[src/rtl/thr_pkg.sv]
package thr_pkg;
   // Percent scale shared by the selection outputs and the skippers.
   localparam int PCT_FULL = 100;
   localparam int PCT_W    = 7;
   localparam int LVL_W    = 2;

   typedef logic [PCT_W-1:0] pct_t;

   typedef enum logic [LVL_W-1:0] {
      LVL_OFF  = 2'd0,
      LVL_LITE = 2'd1,
      LVL_MID  = 2'd2,
      LVL_DEEP = 2'd3
   } skip_lvl_e;
endpackage

[src/rtl/thr_cfg_bank.sv]
module thr_cfg_bank
   import thr_pkg::*;
#(
   parameter int N_EVT  = 4,
   parameter int PRIO_W = 7,
   localparam int IDX_W = $clog2(N_EVT)
) (
   input  logic                          clk,
   input  logic                          rst_n,
   input  logic                          wr_en,
   input  logic [IDX_W-1:0]              wr_sel,
   input  logic [PRIO_W-1:0]             wr_prio,
   input  logic [PCT_W-1:0]              wr_cpu,
   input  logic [LVL_W-1:0]              wr_lvl,
   output logic [N_EVT-1:0][PRIO_W-1:0]  prio_o,
   output logic [N_EVT-1:0][PCT_W-1:0]   cpu_o,
   output logic [N_EVT-1:0][LVL_W-1:0]   lvl_o
);
   // Clamp the CPU depth once, at write time.
   pct_t cpu_lim;
   always_comb begin
      cpu_lim = (wr_cpu > PCT_W'(PCT_FULL)) ? PCT_W'(PCT_FULL) : wr_cpu;
   end

   for (genvar g = 0; g < N_EVT; g++) begin : g_slot
      logic hit;
      assign hit = wr_en && (wr_sel == IDX_W'(g));

      always_ff @(posedge clk) begin
         if (!rst_n) begin
            prio_o[g] <= '0;
            cpu_o[g]  <= '0;
            lvl_o[g]  <= '0;
         end else if (hit) begin
            prio_o[g] <= wr_prio;
            cpu_o[g]  <= cpu_lim;
            lvl_o[g]  <= wr_lvl;
         end
      end
   end
endmodule

[src/rtl/thr_pick.sv]
module thr_pick
   import thr_pkg::*;
#(
   parameter int N_EVT    = 4,
   parameter int PRIO_W   = 7,
   parameter int PRIO_MAX = 100,
   parameter int LOW_PCT  = 50,
   parameter int MED_PCT  = 75,
   parameter int HIGH_PCT = 85,
   localparam int IDX_W   = $clog2(N_EVT)
) (
   input  logic                          clk,
   input  logic                          rst_n,
   input  logic [N_EVT-1:0]              req_i,
   input  logic [N_EVT-1:0][PRIO_W-1:0]  prio_i,
   input  logic [N_EVT-1:0][PCT_W-1:0]   cpu_i,
   input  logic [N_EVT-1:0][LVL_W-1:0]   lvl_i,
   output logic                          valid_o,
   output logic [IDX_W-1:0]              idx_o,
   output logic [PCT_W-1:0]              cpu_o,
   output logic [PCT_W-1:0]              gpu_o
);
   function automatic pct_t lvl_to_pct(input logic [LVL_W-1:0] code);
      pct_t r;
      case (skip_lvl_e'(code))
         LVL_LITE: r = PCT_W'(LOW_PCT);
         LVL_MID:  r = PCT_W'(MED_PCT);
         LVL_DEEP: r = PCT_W'(HIGH_PCT);
         default:  r = '0;
      endcase
      return r;
   endfunction

   // An event is eligible when it is requested and its priority is in range.
   logic [N_EVT-1:0] elig;
   for (genvar g = 0; g < N_EVT; g++) begin : g_elig
      assign elig[g] = req_i[g] && (prio_i[g] != '0) &&
                       (prio_i[g] <= PRIO_W'(PRIO_MAX));
   end

   // Linear scan with a strict compare: on a tie, the earlier index is kept.
   logic              found;
   logic [PRIO_W-1:0] best_p;
   logic [IDX_W-1:0]  best_i;
   always_comb begin
      found  = 1'b0;
      best_p = '0;
      best_i = '0;
      for (int i = 0; i < N_EVT; i++) begin
         if (elig[i] && (!found || (prio_i[i] > best_p))) begin
            found  = 1'b1;
            best_p = prio_i[i];
            best_i = IDX_W'(i);
         end
      end
   end

   always_ff @(posedge clk) begin
      if (!rst_n) begin
         valid_o <= 1'b0;
         idx_o   <= '0;
         cpu_o   <= '0;
         gpu_o   <= '0;
      end else begin
         valid_o <= found;
         idx_o   <= found ? best_i : '0;
         cpu_o   <= found ? cpu_i[best_i] : '0;
         gpu_o   <= found ? lvl_to_pct(lvl_i[best_i]) : '0;
      end
   end
endmodule

[src/rtl/thr_skipper.sv]
module thr_skipper #(
   parameter int STEPS = 100,
   parameter int DW    = 7
) (
   input  logic          clk,
   input  logic          rst_n,
   input  logic [DW-1:0] depth_i,
   output logic          pass_o
);
   localparam int PH_W = $clog2(STEPS);
   localparam int AW   = $clog2(2 * STEPS + 1);

   if (STEPS < 2) begin : g_bad_steps
      $error("thr_skipper: STEPS must be at least 2");
   end

   logic [PH_W-1:0] phase_q;
   logic [AW-1:0]   acc_q;
   logic [AW-1:0]   dep_q;
   logic [AW-1:0]   dep_lim;
   logic [AW-1:0]   sum;
   logic            drop;
   logic            wrap;

   always_comb begin
      dep_lim = (AW'(depth_i) > AW'(STEPS)) ? AW'(STEPS) : AW'(depth_i);
      sum     = acc_q + dep_q;
      drop    = (sum >= AW'(STEPS));
      wrap    = (phase_q == PH_W'(STEPS - 1));
      pass_o  = !drop;
   end

   // The depth and accumulator restart together at the period wrap, so each
   // period removes exactly dep_q pulses.
   always_ff @(posedge clk) begin
      if (!rst_n) begin
         phase_q <= '0;
         acc_q   <= '0;
         dep_q   <= '0;
      end else if (wrap) begin
         phase_q <= '0;
         acc_q   <= '0;
         dep_q   <= dep_lim;
      end else begin
         phase_q <= phase_q + PH_W'(1);
         acc_q   <= drop ? (sum - AW'(STEPS)) : sum;
      end
   end
endmodule

[src/rtl/heat_throttle_arbiter.sv]
module heat_throttle_arbiter
   import thr_pkg::*;
#(
   parameter int N_EVT    = 4,
   parameter int PRIO_W   = 7,
   parameter int PRIO_MAX = 100,
   parameter int LOW_PCT  = 50,
   parameter int MED_PCT  = 75,
   parameter int HIGH_PCT = 85,
   localparam int IDX_W   = $clog2(N_EVT)
) (
   input  logic               clk,
   input  logic               rst_n,
   input  logic               cfg_we,
   input  logic [IDX_W-1:0]   cfg_sel,
   input  logic [PRIO_W-1:0]  cfg_prio,
   input  logic [6:0]         cfg_cpu_pct,
   input  logic [1:0]         cfg_gpu_lvl,
   input  logic [N_EVT-1:0]   evt_req,
   output logic               sel_valid,
   output logic [IDX_W-1:0]   sel_idx,
   output logic [6:0]         sel_cpu_pct,
   output logic [6:0]         sel_gpu_pct,
   output logic               cpu_clk_en,
   output logic               gpu_clk_en
);
   if (N_EVT < 2) begin : g_bad_n
      $error("heat_throttle_arbiter: N_EVT must be at least 2");
   end
   if (PRIO_MAX < 1 || PRIO_MAX >= (1 << PRIO_W)) begin : g_bad_prio
      $error("heat_throttle_arbiter: PRIO_MAX must fit in PRIO_W bits");
   end
   if (LOW_PCT > PCT_FULL || MED_PCT > PCT_FULL || HIGH_PCT > PCT_FULL) begin : g_bad_lvl
      $error("heat_throttle_arbiter: level percentages exceed full scale");
   end

   logic [N_EVT-1:0][PRIO_W-1:0] prio_w;
   logic [N_EVT-1:0][PCT_W-1:0]  cpu_w;
   logic [N_EVT-1:0][LVL_W-1:0]  lvl_w;

   thr_cfg_bank #(.N_EVT(N_EVT), .PRIO_W(PRIO_W)) u_bank (
      .clk    (clk),
      .rst_n  (rst_n),
      .wr_en  (cfg_we),
      .wr_sel (cfg_sel),
      .wr_prio(cfg_prio),
      .wr_cpu (cfg_cpu_pct),
      .wr_lvl (cfg_gpu_lvl),
      .prio_o (prio_w),
      .cpu_o  (cpu_w),
      .lvl_o  (lvl_w)
   );

   thr_pick #(
      .N_EVT(N_EVT), .PRIO_W(PRIO_W), .PRIO_MAX(PRIO_MAX),
      .LOW_PCT(LOW_PCT), .MED_PCT(MED_PCT), .HIGH_PCT(HIGH_PCT)
   ) u_pick (
      .clk    (clk),
      .rst_n  (rst_n),
      .req_i  (evt_req),
      .prio_i (prio_w),
      .cpu_i  (cpu_w),
      .lvl_i  (lvl_w),
      .valid_o(sel_valid),
      .idx_o  (sel_idx),
      .cpu_o  (sel_cpu_pct),
      .gpu_o  (sel_gpu_pct)
   );

   // One skipper per clock domain; index 0 is CPU, index 1 is GPU.
   logic [1:0][PCT_W-1:0] dom_depth;
   logic [1:0]            dom_pass;
   assign dom_depth[0] = sel_cpu_pct;
   assign dom_depth[1] = sel_gpu_pct;

   for (genvar d = 0; d < 2; d++) begin : g_dom
      thr_skipper #(.STEPS(PCT_FULL), .DW(PCT_W)) u_skip (
         .clk    (clk),
         .rst_n  (rst_n),
         .depth_i(dom_depth[d]),
         .pass_o (dom_pass[d])
      );
   end

   assign cpu_clk_en = dom_pass[0];
   assign gpu_clk_en = dom_pass[1];
endmodule

[config.mk]
export PLATFORM = sky130hd
export DESIGN_NAME = heat_throttle_arbiter
export DESIGN_NICKNAME = d
export VERILOG_FILES = /design/src/rtl/thr_pkg.sv /design/src/rtl/thr_cfg_bank.sv /design/src/rtl/thr_pick.sv /design/src/rtl/thr_skipper.sv /design/src/rtl/heat_throttle_arbiter.sv
export SDC_FILE = /design/constraint.sdc
export NUM_CORES = 1
export LEC_CHECK = 0
export CAP_MARGIN = 5
export CORE_UTILIZATION = 35
export DETAILED_ROUTE_END_ITERATION = 6
export PLACE_DENSITY = 0.57
export SLEW_MARGIN = 20
export SYNTH_ARGS = -nofsm -noshare
export SYNTH_HDL_FRONTEND = slang
export SYNTH_SLANG_ARGS = --single-unit
[constraint.sdc]
create_clock -name clk -period 15.3 [get_ports clk]
set_input_delay 3.825 -clock clk [delete_from_list [all_inputs] [get_ports clk]]
set_output_delay 3.825 -clock clk [all_outputs]
set_load 0.02 [all_outputs]
# Yosys cells after proc, flatten, opt, wreduce, memory -nomap -nowiden
# Cells that the tools add are included.
# word_totals
ff_bits	127
input_bits	25
output_inout_bits	19
elab_cells	101
# classes
n_addsub	6
order_cmp	13
eq_ne	8
n_mux	20
n_bitwise	1
n_reduce_logical	31
# ops
operator	n
7-bit 2-to-1 mux	7
7-bit less-or-equal comparator, second input constant	4
7-bit nonzero test	4
7-bit greater-than comparator	3
7-bit greater-than comparator, second input constant	3
7-bit case mux with 3 select lines	1
8-bit adder	2
8-bit by 7-bit >= comparator with 1-bit output, second input constant	2
8-bit 2-to-1 mux	2
8-bit by 7-bit subtractor with 8-bit output, second input constant	2
1-bit logical AND	15
7-bit by 1-bit adder with 7-bit output, second input constant	2
7-bit binary-select mux with 2-bit select	1
7-bit == test, second input constant	2
2-bit == test, second input constant	4
2-bit 2-to-1 mux	3
1-bit logical NOT	5
1-bit 2-to-1 mux	5
2-bit binary-select mux with 2-bit select	1
2-bit by 1-bit == test with 1-bit output, second input constant	2
2-bit OR reduction	2
1-bit logical OR	3
2-bit by 3-bit less-than comparator with 1-bit output, second input constant	1
2-bit logical NOT	1
other kinds (2)	2

# Depth between registers and ports, before layout
# Gate-level depths: netlist of run 1.
# depth
word_depth	20
mapped_depth	32
ltp_nobuf	29

# By module
# A second synthesis of run 1 with hierarchy kept.
# hier_totals
cells_unflattened	806
hier_area_um2	7040.5
# by_module_without_submodules
module	instances	cells_each	area_each_um2	seq_area_each_um2
thr_skipper	2	156	1382.6	440.4
thr_cfg_bank	1	281	2446.1	1281.2
thr_pick	1	213	1829.3	320.3

# Worst setup path before layout of run 1
# Ideal clock, no wire load.
# synth_path
path_kind	in2reg
from	in evt_req[0]
to	reg u_pick.gpu_o[0]
setup_ns	0.086
arrival_ns	8.847
required_time_ns	15.214
path_slack_ns	6.367
stages	30
n_path_buf	5
cell_sequence	o31a_1 -> and2_1 -> buf_6 -> nand2_1 -> ha_1 -> a211oi_1 -> o21bai_1 -> o22ai_1 -> a21oi_4 -> buf_6 -> buf_6 -> a21oi_1 -> ha_1 -> a211oi_1 -> o21bai_1 -> o22a_1 -> o21ai_1 -> clkbuf_1 -> buf_2 -> nor2_1 -> a21o_1 -> ha_1 -> a211oi_1 -> o22ai_1 -> o22ai_1 -> a21boi_1 -> a211o_1 -> and2_1 -> ha_1 -> a211oi_1
# synth_between
elab_chain_len	19
word_cells_on_any_way	31
classes_between	3 x order compare; 3 x eq/ne; 13 x mux; 12 x reduce/logical
# synth_lines
element	line_no	text
from (decl)	heat_throttle_arbiter.sv:19	input logic [N_EVT-1:0] evt_req,
1-bit logical AND (*) (2 in a row)	thr_pick.sv:37	assign elig[g] = req_i[g] && (prio_i[g] != '0) &&
7-bit 2-to-1 mux or 1-bit 2-to-1 mux (tied branches)	thr_pick.sv:50	if (elig[i] && (!found || (prio_i[i] > best_p))) begin
7-bit greater-than comparator or 1-bit logical NOT (tied branches)	thr_pick.sv:50	
1-bit logical OR	thr_pick.sv:50	
1-bit logical AND	thr_pick.sv:50	
7-bit 2-to-1 mux or 1-bit 2-to-1 mux (tied branches)	thr_pick.sv:50	
7-bit greater-than comparator or 1-bit logical NOT (tied branches)	thr_pick.sv:50	
1-bit logical OR	thr_pick.sv:50	
[2 not listed]	n/a	
7-bit greater-than comparator or 1-bit logical NOT (tied branches)	thr_pick.sv:50	
1-bit logical OR	thr_pick.sv:50	
1-bit logical AND	thr_pick.sv:50	
2-bit 2-to-1 mux	thr_pick.sv:50	
2-bit binary-select mux with 2-bit select	thr_pick.sv:68	gpu_o <= found ? lvl_to_pct(lvl_i[best_i]) : '0;
2-bit 2-to-1 mux (not written as such)	thr_pick.sv:68	
2-bit == test or 2-bit by 1-bit == test with 1-bit output (tied branches)	thr_pick.sv:25	case (skip_lvl_e'(code))
7-bit case mux with 3 select lines	thr_pick.sv:25	
to (signal assigned)	thr_pick.sv:68	
to (decl)	thr_pick.sv:21	output logic [PCT_W-1:0] gpu_o
# Every way passes the cells marked *; elsewhere a longest branch is shown, timed or not. The select of a mux whose other input is x is not followed.
# A chain may end at the register's enable or synchronous reset.

# Final worst setup path of run 1
# Ends and elaborated chain as after synthesis.

==> results of run 1 <==
==> power by group through the flow <==
stage / Clock [mW] / Combinational [mW] / Sequential, mW
3_3_place_gp: 0 / 0.0924 / 0.350
4_1_cts: 0.393 / 0.0933 / 0.343
3_5_place_dp: 0 / 0.0929 / 0.350
5_1_grt: 0.409 / 0.104 / 0.344
6_report: 0.384 / 0.0927 / 0.343
2_1_floorplan: 0 / 0.0619 / 0.350
==> Yosys cell counts (all sizes together) (5+ instances only) <==
master / number / area [µm²]
a21o: 11 / 82.6
mux2i: 7 / 70.1
o21a: 8 / 60.1
a21boi: 66 / 495
and3: 7 / 43.8
ha: 45 / 563
o21ai: 30 / 161
o32ai: 7 / 61.3
xnor2: 15 / 131
nand3: 17 / 85.1
clkbuf: 30 / 113
nor3: 5 / 25.0
a211oi: 8 / 60.1
dfxtp: 124 / 2480
a21oi: 37 / 196
and2: 8 / 50.1
nor2: 64 / 240
nand2b: 5 / 31.3
inv: 36 / 135
nor2b: 12 / 75.1
buf: 6 / 51.3
nand2: 164 / 616
==> critical path, delay by kind of cell <==
family	cells	cell delay, ns
AO/OA/AOI/OAI	17	3.20
adder cells (fa/ha/maj)	4	1.07
buffers and inverters	2	0.80
AND/OR/NAND/NOR	6	0.86
==> cell type report <==
cell class,count,area (µm²)
repair buffers,46,448
flip-flops and latches,124,2480
clock inverters,8,93.8
multi-input cells,596,3730
clock buffers,22,464
inverters,36,135
well taps,229,287
fillers,1833,10400
==> metal layers <==
layer	wire, µm	GRT usage, %	up-vias	share of wire (%)
met2	6490	25.1	93	43
met4	230	5.32	0	1.5
li1	-	-	2788	-
met5	0	0	-	0
met1	7980	23.2	2439	52
met3	498	3.53	16	3.3
==> state kept, by name, summed over array words and instances (netlist names), 6 cells and up <==
| register | flops |
|---|---|
| u_pick.gpu_o | 6 |
| g_dom.u_skip.acc_q | 16 |
| u_bank.lvl_o | 8 |
| g_dom.u_skip.phase_q | 14 |
| g_dom.u_skip.dep_q | 14 |
| u_pick.cpu_o | 7 |
| u_bank.cpu_o | 28 |
| u_bank.prio_o | 28 |
==> worst paths after layout <==
check             slack, ns              end  cells after the start        startpoint
setup / recovery       5.84  u_pick.gpu_o[0]                     29        evt_req[0]
hold / removal         0.45  u_pick.cpu_o[4]                      2  u_bank.cpu_o[25]
setup reg to reg       8.92  u_pick.gpu_o[0]                     29  u_bank.prio_o[3]
hold reg to reg        0.45  u_pick.cpu_o[4]                      2  u_bank.cpu_o[25]
==> cells by family (layout without fill, tap and decap cells) <==
group,Yosys count,count (layout),share of synthesized area (%)
simple gates,312,312,21.3
mux,10,10,1.60
xor+xnor,19,19,2.56
compound gates,208,208,22.5
fa+ha+maj,47,47,9.27
flops,124,124,38.2
buf+inv,72,112,4.60
==> stage by stage <==
stage | std cells | worst slack [ns]
CTS | 1061 | 5.84
global route | 1061 | 5.32
finish | 1061 | 5.84
detailed placement | 1031 | 5.43
floorplan | 792 | 6.37
global placement | 1031 | 5.60
==> results_dict.tcl, run 1 <==
set metrics [dict create \
    layout_commonest_cell "nand2_1" \
    grt.overflow.total 0 \
    grt_max_degree 86 \
    synth-edff-count 0 \
    post-route-drc-count 6 \
    clkTransAtPathRegs_ns 0.05 \
    crit_slowest_cell "a21oi_4" \
    drt_iter0_drc 318 \
    grt_pass1_wl_mm 25.3 \
    synth_nets 864 \
    synthArstFlopShare_pct 0 \
    p_sw_uw 201 \
    violations "design-rule violations" \
    drive_gt1_share_pct 5.53 \
    gr-usage-all-layers_pct 16.5 \
    postCtsHoldBufs 0 \
    area_delta_synth_final_pct 17.5 \
    power_switching_share_pct 24.5 \
    skew_ns 0.0122 \
    cts_htree_levels 4 \
    antenna-diode-count 0 \
    cp.required_ns 15.63 \
    routed_wl_mm 15.2 \
    die_area_um2 19100 \
    combPwrFrac_pct 11.3 \
    cap_violations 0 \
    cts_sinks 124 \
    yosysWarnings 0 \
    dieWidth_um 138 \
    crit_fanout 33 \
    final_core_util_pct 42.3 \
    final_area_um2 7640 \
    cts_tree "yes" \
    grt_pass1_vias 4936 \
    ir_worst_vdd_uv 78.9 \
    firstDrtPassIters 6 \
    drtAntennaViolNets 0 \
    syn_inst 792 \
    gp_congestion 0.832 \
    startpoint_type "input port" \
    total_power_uw 819 \
    core_um2 18100 \
    synth_seq_area_share_pct 38.2 \
    finalSetupViolCount 0 \
    cpPeakStageDelay_ns 0.63 \
    rsz0062_at_grt "no" \
    worstMarginPinSlew_ns 1.11 \
    die_y_um 138 \
    path_class "in2reg" \
    placed_cell_area_um2 7090 \
    finalNetCount 893 \
    drv_slew 0 \
    p_leak_nw 2.96 \
    cts-resized-gates 0 \
    powerDensity_nw_per_um2 107 \
    hold_violations 0 \
    outcome "complete, but fails checks" \
    sequentialPowerShare_pct 41.9 \
    insertion_delay_ns 0.42 \
    syn_area_um2 6510 \
    root_buffer "clkbuf_16" \
    routed_via_density 5.03 \
    slew_headroom_pct 25.4 \
    io-pin-count 44 \
    whs_ns 0.451 \
    crit_arrival_ns 9.79 \
    min_period_ns 9.46 \
    clk_path_buf_depth 2 \
    dp_hpwl_mm 10.9 \
    cp-end-kind "flip-flop" \
    max_freq_mhz 106 \
    drt-wirelength-per-cell_um 14.3 \
    clkPwrFrac_pct 46.8 \
    postSynthAreaPerCell_um2 8.21 \
    hp-class "reg2reg" \
    tns_ns 0 \
    num_vias 5336 \
    portBuffers 43 \
    synthFlopType "dfxtp_1" \
    postCtsSetupBuffers 0 \
    synth_cell_types 64 \
    mostFrequentLayoutCells "164 x nand2_1, 124 x dfxtp_1, 65 x a21boi_0" \
    antenna_found_initial 0 \
    ys_seq_elements 124 \
    num_rows 49 \
    start_util_pct 36.0 \
    numCtsBuffers 17 \
    p_int_uw 618 \
    fin_crit_sh_pct 61.8 \
    cp_common_cell "ha_1" \
]
(Power assumes the default switching activity.)
==> run 2: changes to the inputs <==
Settings changed: PLACE_DENSITY 0.57 to 0.59.
Clock period 15.3 ns to 8.62 ns, I/O delays scaled along.
==> results_dict.tcl, run 2 (synthesis results as in run 1) <==
set metrics [dict create \
    outcome "complete, but fails checks" \
    violations "design-rule violations" \
    cap_violations 0 \
    mostFrequentLayoutCells "164 x nand2_1, 124 x dfxtp_1, 65 x a21boi_0" \
    grt_pass1_vias 4950 \
    drv_slew 0 \
    tns_ns 0 \
    crit_slowest_cell "clkdlybuf4s50_1" \
    powerDensity_nw_per_um2 192 \
    start_util_pct 36.0 \
    placed_cell_area_um2 7100 \
    cp-end-kind "flip-flop" \
    grt_max_degree 86 \
    numCtsBuffers 17 \
    cp_common_cell "ha_1" \
    insertion_delay_ns 0.42 \
    fin_crit_sh_pct 86.8 \
    total_power_mw 1.47 \
    skew_ns 0.00995 \
    whs_ns 0.450 \
    cts-resized-gates 0 \
    crit_arrival_ns 7.81 \
    dpl.cell_count 1033 \
    post-place-ws_ns 0.743 \
    setup_ws_ns 1.14 \
    cts_sinks 124 \
    hp-class "reg2reg" \
    clk_path_buf_depth 2 \
    routed_wl_mm 15.2 \
    fillCellCount 1803 \
    io-pin-count 44 \
    final_core_util_pct 42.4 \
    crit_fanout 19 \
    grt.overflow.total 0 \
    core_um2 18100 \
    post-route-drc-count 9 \
    die_area_um2 19100 \
    cpPeakStageDelay_ns 0.49 \
    hold_violations 0 \
    dp_hpwl_mm 10.8 \
    drive_gt1_share_pct 5.63 \
    startpoint_type "input port" \
    slew_headroom_pct 47.4 \
    finalNonFillerCells 1064 \
    cts_tree "yes" \
    num_rows 49 \
    worstMarginPinSlew_ns 0.782 \
    routed_via_density 5.05 \
    portBuffers 43 \
    max_freq_mhz 134 \
    path_class "in2reg" \
    cp.required_ns 8.94 \
    die_y_um 138 \
    finalSetupViolCount 0 \
    root_buffer "clkbuf_16" \
    gp_congestion 0.822 \
    postCtsSetupBuffers 0 \
    drt-wirelength-per-cell_um 14.3 \
    gr-usage-all-layers_pct 16.6 \
    grt_pass1_wl_mm 25.4 \
    rsz0062_at_grt "no" \
    finalNetCount 895 \
    dieWidth_um 138 \
    firstDrtPassIters 7 \
    clkTransAtPathRegs_ns 0.05 \
    antenna-diode-count 0 \
    postCtsHoldBufs 0 \
    antenna_found_initial 0 \
    ir_worst_vdd_uv 140 \
    drt_iter0_drc 311 \
    area_delta_synth_final_pct 17.8 \
    p_leak_nw 2.98 \
    top_regs "u_bank.cpu_o: 28 flops, u_bank.prio_o: 28 flops, g_dom.u_skip.acc_q: 16 flops" \
    layout_commonest_cell "nand2_1" \
    num_vias 5376 \
    drtAntennaViolNets 0 \
    cts_htree_levels 4 \
    final_area_um2 7670 \
    min_period_ns 7.48 \
]
==> run 2: per-layer routing <==
metal	routed length [µm]	GRT usage (%)	part of all wire (%)
met5	0	0	0
met4	144	5.97	0.95
met3	561	3.33	3.7
met2	6630	25.1	44
met1	7860	23.3	52
==> run 2: path summary, 6_finish.rpt <==
kind	to	start	depth (start not counted)	slack, ns
hold / removal	g_dom[1].u_skip.phase_q[0]	g_dom[1].u_skip.phase_q[0]	1	0.45
setup reg to reg	u_pick.gpu_o[0]	u_bank.prio_o[0]	28	2.48
setup / recovery	u_pick.gpu_o[0]	evt_req[0]	27	1.14
hold reg to reg	g_dom[1].u_skip.phase_q[0]	g_dom[1].u_skip.phase_q[0]	1	0.45
==> run 2: critical path, delay by kind of cell <==
kind / cells / cell delay [ns]
buf+inv: 2 / 0.79
compound gates: 15 / 2.85
fa+ha+maj: 4 / 1.13
simple gates: 6 / 0.90
==> run 2: cell type report <==
cell class              count  area [µm²]  area share (%)
flip-flops and latches    124        2480            32.4
repair buffers             48         463            6.04
clock inverters             7        88.8            1.16
inverters                  36         135            1.76
clock buffers              24         482            6.28
multi-input cells         596        3730            48.6
well taps                 229         287            3.74
==> run 2: report_power, final <==
group          switching [mW]  internal, mW
registers              0.0168         0.592
logic                  0.0934        0.0705
clock network           0.252         0.445
==> run 3: changes to the inputs <==
Settings changed: ABC_CLOCK_PERIOD_IN_PS from default to 8620.
==> results of run 3 <==
Final layout, timing and power as in run 2 (identical DEF).
